$ cat src/rtl/uart_tx_fmt.sv
module uart_tx_fmt #(
  parameter int DEPTH = 16,
  parameter int DW    = 8,
  parameter int OSR   = 16
) (
  input  logic          clk,
  input  logic          rst_n,
  input  logic          baud_tick,
  input  logic          wr_en,
  input  logic [DW-1:0] wr_data,
  input  logic          fifo_en,
  input  logic [1:0]    char_len,
  input  logic          par_en,
  input  logic          par_odd,
  input  logic          stop_long,
  input  logic          brk,
  output logic          txd,
  output logic          tx_rdy,
  output logic          tx_empty
);
  localparam int AW = (DEPTH > 1) ? $clog2(DEPTH) : 1;
  localparam int CW = $clog2(DEPTH + 1);
  localparam int TW = $clog2(OSR);
  localparam int SW = $clog2(2 * OSR + 1);
  localparam logic [TW-1:0] TICK_LAST = TW'(OSR - 1);
  localparam logic [SW-1:0] STOP_ONE  = SW'(OSR);
  localparam logic [SW-1:0] STOP_HALF = SW'(OSR + OSR / 2);
  localparam logic [SW-1:0] STOP_TWO  = SW'(2 * OSR);

  typedef enum logic [2:0] {S_IDLE, S_START, S_DATA, S_PAR, S_STOP} st_t;

  logic [DW-1:0] mem [DEPTH];
  logic [AW-1:0] wptr, rptr;
  logic [CW-1:0] cnt, cnt_nx, cap;
  logic          rdy_q;
  st_t           st;
  logic [TW-1:0] tick_cnt;
  logic [SW-1:0] stop_cnt, stop_lim;
  logic [2:0]    bit_left;
  logic [DW-1:0] sh;
  logic          pbit, par_on;

  wire full    = cnt >= cap;
  wire pop     = (st == S_IDLE) && (cnt != '0);
  wire push    = wr_en && (!full || pop);
  wire bit_end = baud_tick && (tick_cnt == TICK_LAST);

  wire [DW-1:0] len_mask = {DW{1'b1}} >> (2'd3 - char_len);
  wire [DW-1:0] head     = mem[rptr] & len_mask;

  assign cap    = fifo_en ? CW'(DEPTH) : CW'(1);
  assign cnt_nx = cnt + CW'(push) - CW'(pop);

  always_ff @(posedge clk) begin
    if (push) mem[wptr] <= wr_data;
  end

  always_ff @(posedge clk or negedge rst_n) begin
    if (!rst_n) begin
      wptr  <= '0;
      rptr  <= '0;
      cnt   <= '0;
      rdy_q <= 1'b1;
    end else begin
      if (push) wptr <= (wptr == AW'(DEPTH - 1)) ? '0 : wptr + 1'b1;
      if (pop)  rptr <= (rptr == AW'(DEPTH - 1)) ? '0 : rptr + 1'b1;
      cnt <= cnt_nx;
      if (cnt_nx == '0)      rdy_q <= 1'b1;
      else if (cnt_nx >= cap) rdy_q <= 1'b0;
    end
  end

  always_ff @(posedge clk or negedge rst_n) begin
    if (!rst_n) begin
      st       <= S_IDLE;
      tick_cnt <= '0;
      stop_cnt <= '0;
      stop_lim <= STOP_ONE;
      bit_left <= '0;
      sh       <= '0;
      pbit     <= 1'b0;
      par_on   <= 1'b0;
    end else begin
      case (st)
        S_IDLE: if (pop) begin
          st       <= S_START;
          tick_cnt <= '0;
          sh       <= head;
          pbit     <= (^head) ^ par_odd;
          par_on   <= par_en;
          bit_left <= {1'b0, char_len} + 3'd4;
          stop_lim <= !stop_long ? STOP_ONE : (char_len == 2'd0) ? STOP_HALF : STOP_TWO;
        end
        S_START: begin
          if (baud_tick) tick_cnt <= tick_cnt + 1'b1;
          if (bit_end) st <= S_DATA;
        end
        S_DATA: begin
          if (baud_tick) tick_cnt <= tick_cnt + 1'b1;
          if (bit_end) begin
            if (bit_left == '0) begin
              st       <= par_on ? S_PAR : S_STOP;
              stop_cnt <= '0;
            end else begin
              sh       <= sh >> 1;
              bit_left <= bit_left - 1'b1;
            end
          end
        end
        S_PAR: begin
          if (baud_tick) tick_cnt <= tick_cnt + 1'b1;
          if (bit_end) begin
            st       <= S_STOP;
            stop_cnt <= '0;
          end
        end
        S_STOP: if (baud_tick) begin
          stop_cnt <= stop_cnt + 1'b1;
          if (stop_cnt == stop_lim - 1'b1) st <= S_IDLE;
        end
        default: st <= S_IDLE;
      endcase
    end
  end

  assign txd = !brk && ((st == S_IDLE) || (st == S_STOP) ||
                        (st == S_DATA && sh[0]) || (st == S_PAR && pbit));
  assign tx_rdy   = rdy_q;
  assign tx_empty = (cnt == '0) && (st == S_IDLE);
endmodule

$ cat config.mk
export PLATFORM = sky130hd
export DESIGN_NAME = uart_tx_fmt
export DESIGN_NICKNAME = d
export VERILOG_FILES = /design/src/rtl/uart_tx_fmt.sv
export SDC_FILE = /design/constraint.sdc
export NUM_CORES = 1
export LEC_CHECK = 0
export BUFFER_PORTS_ARGS = -buffer_cell sky130_fd_sc_hd__buf_2
export CAP_MARGIN = 20
export CORE_MARGIN = 2
export CORE_UTILIZATION = 60
export CTS_BUF_LIST = sky130_fd_sc_hd__clkbuf_4
export CTS_CLUSTER_SIZE = 16
export DETAILED_ROUTE_END_ITERATION = 6
export PLACE_DENSITY = 0.77
export RECOVER_POWER = 100
export SLEW_MARGIN = 5
export SYNTH_ARGS = -nofsm -noshare
export SYNTH_HDL_FRONTEND = slang
export SYNTH_SLANG_ARGS = --single-unit
$ cat constraint.sdc
create_clock -name clk -period 4.7 [get_ports clk]
set_clock_uncertainty 0.1 [all_clocks]
set_input_delay 0.235 -clock clk [delete_from_list [all_inputs] [get_ports clk]]
set_output_delay 0.235 -clock clk [all_outputs]
set_load 0.01 [all_outputs]
==> metrics.cfg <==
[synth]
synth_nets = 535
synth_top_flop_cell = edfxtp_1
seq_area_frac_synth = 0.6521
synth_edf_count = 128
yosysWarnings = 0
async_flop_share = 0.2515
ys_types = 53
syn_inst = 494
synth_area_um2 = 7548
synth-seq-cells = 171
avgSynthCellArea_um2 = 15.28

[power_and_ir_drop]
ir_worst_vdd_uv = 285.0
p_clk_frac = 0.163
p_comb_frac = 0.392
totalPowerFinal_mw = 4.782
netSwitchingFraction = 0.3753
internal_power_mw = 2.987
p_sw_mw = 1.795
leakage_nw = 3.025
power.sequential.fraction = 0.445
power_density_nw_per_um2 = 583.9

[flow_run]
maxCapViolations = 0

[clock_network]
clk_path_buf_depth = 2
ctsHoldBuffers = 16
cts_buffers = 17
clock-sinks = 171
clkTransAtPathRegs_ns = 0.16
clockRootBuffer = clkbuf_4
postCtsSetupBuffers = 0
cts_resized = 0
cts_tree = done
h-tree-depth = 4
clkLatencyLatePin_ns = 0.58

[sta]
setup_ws_ns = 0.5550
tightest_slew_ns = 1.238
final-hold-violation-count = 0
holdWs_ns = 0.1129
drv_slew = 0
rsz0062_at_grt = no
fin_setup_tns_ns = 0
period_minus_slack_ns = 4.145
setup_viol = 0
fin_crit_sh = 0.8819
max-slew-margin-rel = 0.1746
fmax_ghz = 0.2413

[floorplan]
dieArea_um2 = 13490
core_area_um2 = 12160
die_width_um = 116.2
num_rows = 40
pin_count = 22
initial_core_util = 0.6207
die_height_um = 116.2

[cells_and_area]
syn_to_final_growth_pct = 8.503
nNetsFinal = 580
final_util = 0.6735
drive_above_1_share = 0.1196
layout.cells.non_filler = 721
nFillCells = 816
postLayoutCellArea_um2 = 8190
seq_area_um2 = 4922
multi_input_area_um2 = 2404

[drt]
drtIter0Drc = 386
via_count = 4244
wirelength_um = 13960
post_drt_via_cell_ratio = 5.886
wl_per_cell_um = 19.36
drc = 0
ant_nets = 0
drt_pass1_iterations = 5

[run_status]
status = finished clean

[global_routing]
first_global_vias = 4167
grt_use_total = 0.2255
grt_first_pass_wirelength_um = 21970
grt_start_max_net_pins = 44
grt_overflow_total = 0
antenna_found_initial = 1

[placement]
port_buffers = 21
hpwl_um = 9147
preCtsSetupSlack_ns = 0.7222
dp_cells = 671
placed_area_um2 = 7806
gp_congestion = 0.8200

[setup_path]
critPathLaunchType = flop
end_kind = flop
cp.arrival_ns = 4.52
critPathKind = reg2reg
path_max_fanout = 9
cp.required_ns = 5.08

[worst_hold_path]
hp-class = in2reg

## sequential cells by signal (all words and copies together), names as in the netlist
signal,flops
stop_cnt,6
tx_rdy,1
wptr,4
mem,128
par_on,1
stop_lim,3
pbit,1
bit_left,3
sh,8
rptr,4
st,3
cnt,5
tick_cnt,4
## worst max-delay path, stage by stage (launching register included)
cell and delay [ns]:
dfrtp_1 0.43, inv_1 0.14, ha_1 0.20, nor4b_1 0.27
clkbuf_1 0.25, or4_1 0.33, nand3_1 0.12, nand2_1 0.09
ha_1 0.18, inv_1 0.07, fa_1 0.39, nor2_1 0.10
nor2_1 0.04, nor2_1 0.08, nor2_1 0.05, xnor2_1 0.15
ha_1 0.20, or4bb_1 0.46, o21a_1 0.12, o41ai_1 0.28
## cell type report
cell class	instances	share of cell area
Antenna cell	1	0.0003055
Clock buffer	18	0.01650
Sequential cell	171	0.6010
Timing Repair Buffer	48	0.03758
Tap cell	168	0.02566
Multi-Input combinational cell	279	0.2935
Clock inverter	14	0.01543
Inverter	22	0.01008
## cells in the mapped netlist, types with 3 or more instances
| master | n | share of area |
|---|---|---|
| ha_1 | 21 | 0.035 |
| nor2b_1 | 6 | 0.0050 |
| clkbuf_1 | 14 | 0.0070 |
| dfrtp_1 | 41 | 0.14 |
| o21ai_0 | 30 | 0.020 |
| nor3_1 | 5 | 0.0033 |
| nand2_1 | 37 | 0.018 |
| xnor2_1 | 11 | 0.013 |
| and2_1 | 11 | 0.0091 |
| and3_1 | 7 | 0.0058 |
| inv_1 | 22 | 0.011 |
| mux4_1 | 14 | 0.049 |
| mux2i_1 | 9 | 0.012 |
| nor2_1 | 25 | 0.012 |
| nand3_1 | 9 | 0.0060 |
| a21boi_0 | 3 | 0.0030 |
| xor2_1 | 5 | 0.0058 |
| a22oi_1 | 14 | 0.014 |
| a21oi_1 | 14 | 0.0093 |
| mux4_2 | 18 | 0.054 |
| nand4_1 | 4 | 0.0033 |
| edfxtp_1 | 128 | 0.51 |
## placed cells by master (no fill, tap or decap), types with 5 or more instances in the layout
cell type,count
nand3_1,9
inv_1,22
nor3_1,5
buf_2,10
clkbuf_4,18
mux4_2,18
mux4_1,14
nand2_1,37
a22oi_1,14
a21oi_1,14
dfrtp_1,41
dlygate4sd3_1,16
xnor2_1,11
nor2b_1,6
edfxtp_1,128
mux2i_1,9
clkbuf_1,18
xor2_1,5
nor2_1,25
and3_1,7
and2_0,9
o21ai_0,31
ha_1,21
## final timing paths
kind,startpoint,end,slack (ns),cells past startpoint
max,cnt[2]$_DFF_PN0_,tx_rdy$_DFFE_PN1P_,0.56,19
min,fifo_en,tx_rdy$_DFFE_PN1P_,0.11,5
max reg2reg,cnt[2]$_DFF_PN0_,tx_rdy$_DFFE_PN1P_,0.56,19
min reg2reg,sh[7]$_DFFE_PN0P_,sh[7]$_DFFE_PN0P_,0.40,1
max in group asynchronous,rst_n,st[0]$_DFFE_PN0P_,2.49,3
min in group asynchronous,rst_n,cnt[2]$_DFF_PN0_,0.32,2
## power by group through the flow
stage	Sequential, mW	Combinational, mW	Clock [mW]
after floorplan	2.00	1.58	0
after global placement	2.15	1.82	0
after detailed placement	2.16	1.88	0
after CTS	2.13	1.90	0.804
after global routing	2.16	2.08	0.857
final	2.13	1.87	0.780
## layer usage
layer / track usage / wire (um) / up-vias
li1: - / - / 1990
met1: 0.3071 / 6218 / 2152
met2: 0.3727 / 6975 / 85
met3: 0.04567 / 572 / 17
met4: 0.07381 / 191 / 0
met5: 0 / 0 / -
## cell families after synthesis
logic type	count (synthesis)	share of synthesized area
flip-flops	171	0.6521
buffers and inverters	44	0.02950
multiplexers	41	0.1144
AO/OA/AOI/OAI	82	0.06746
adder cells (fa/ha/maj)	22	0.03746
XOR/XNOR	18	0.02370
AND/OR/NAND/NOR	116	0.07542
No activity file was read; power rests on OpenSTA's default activity.
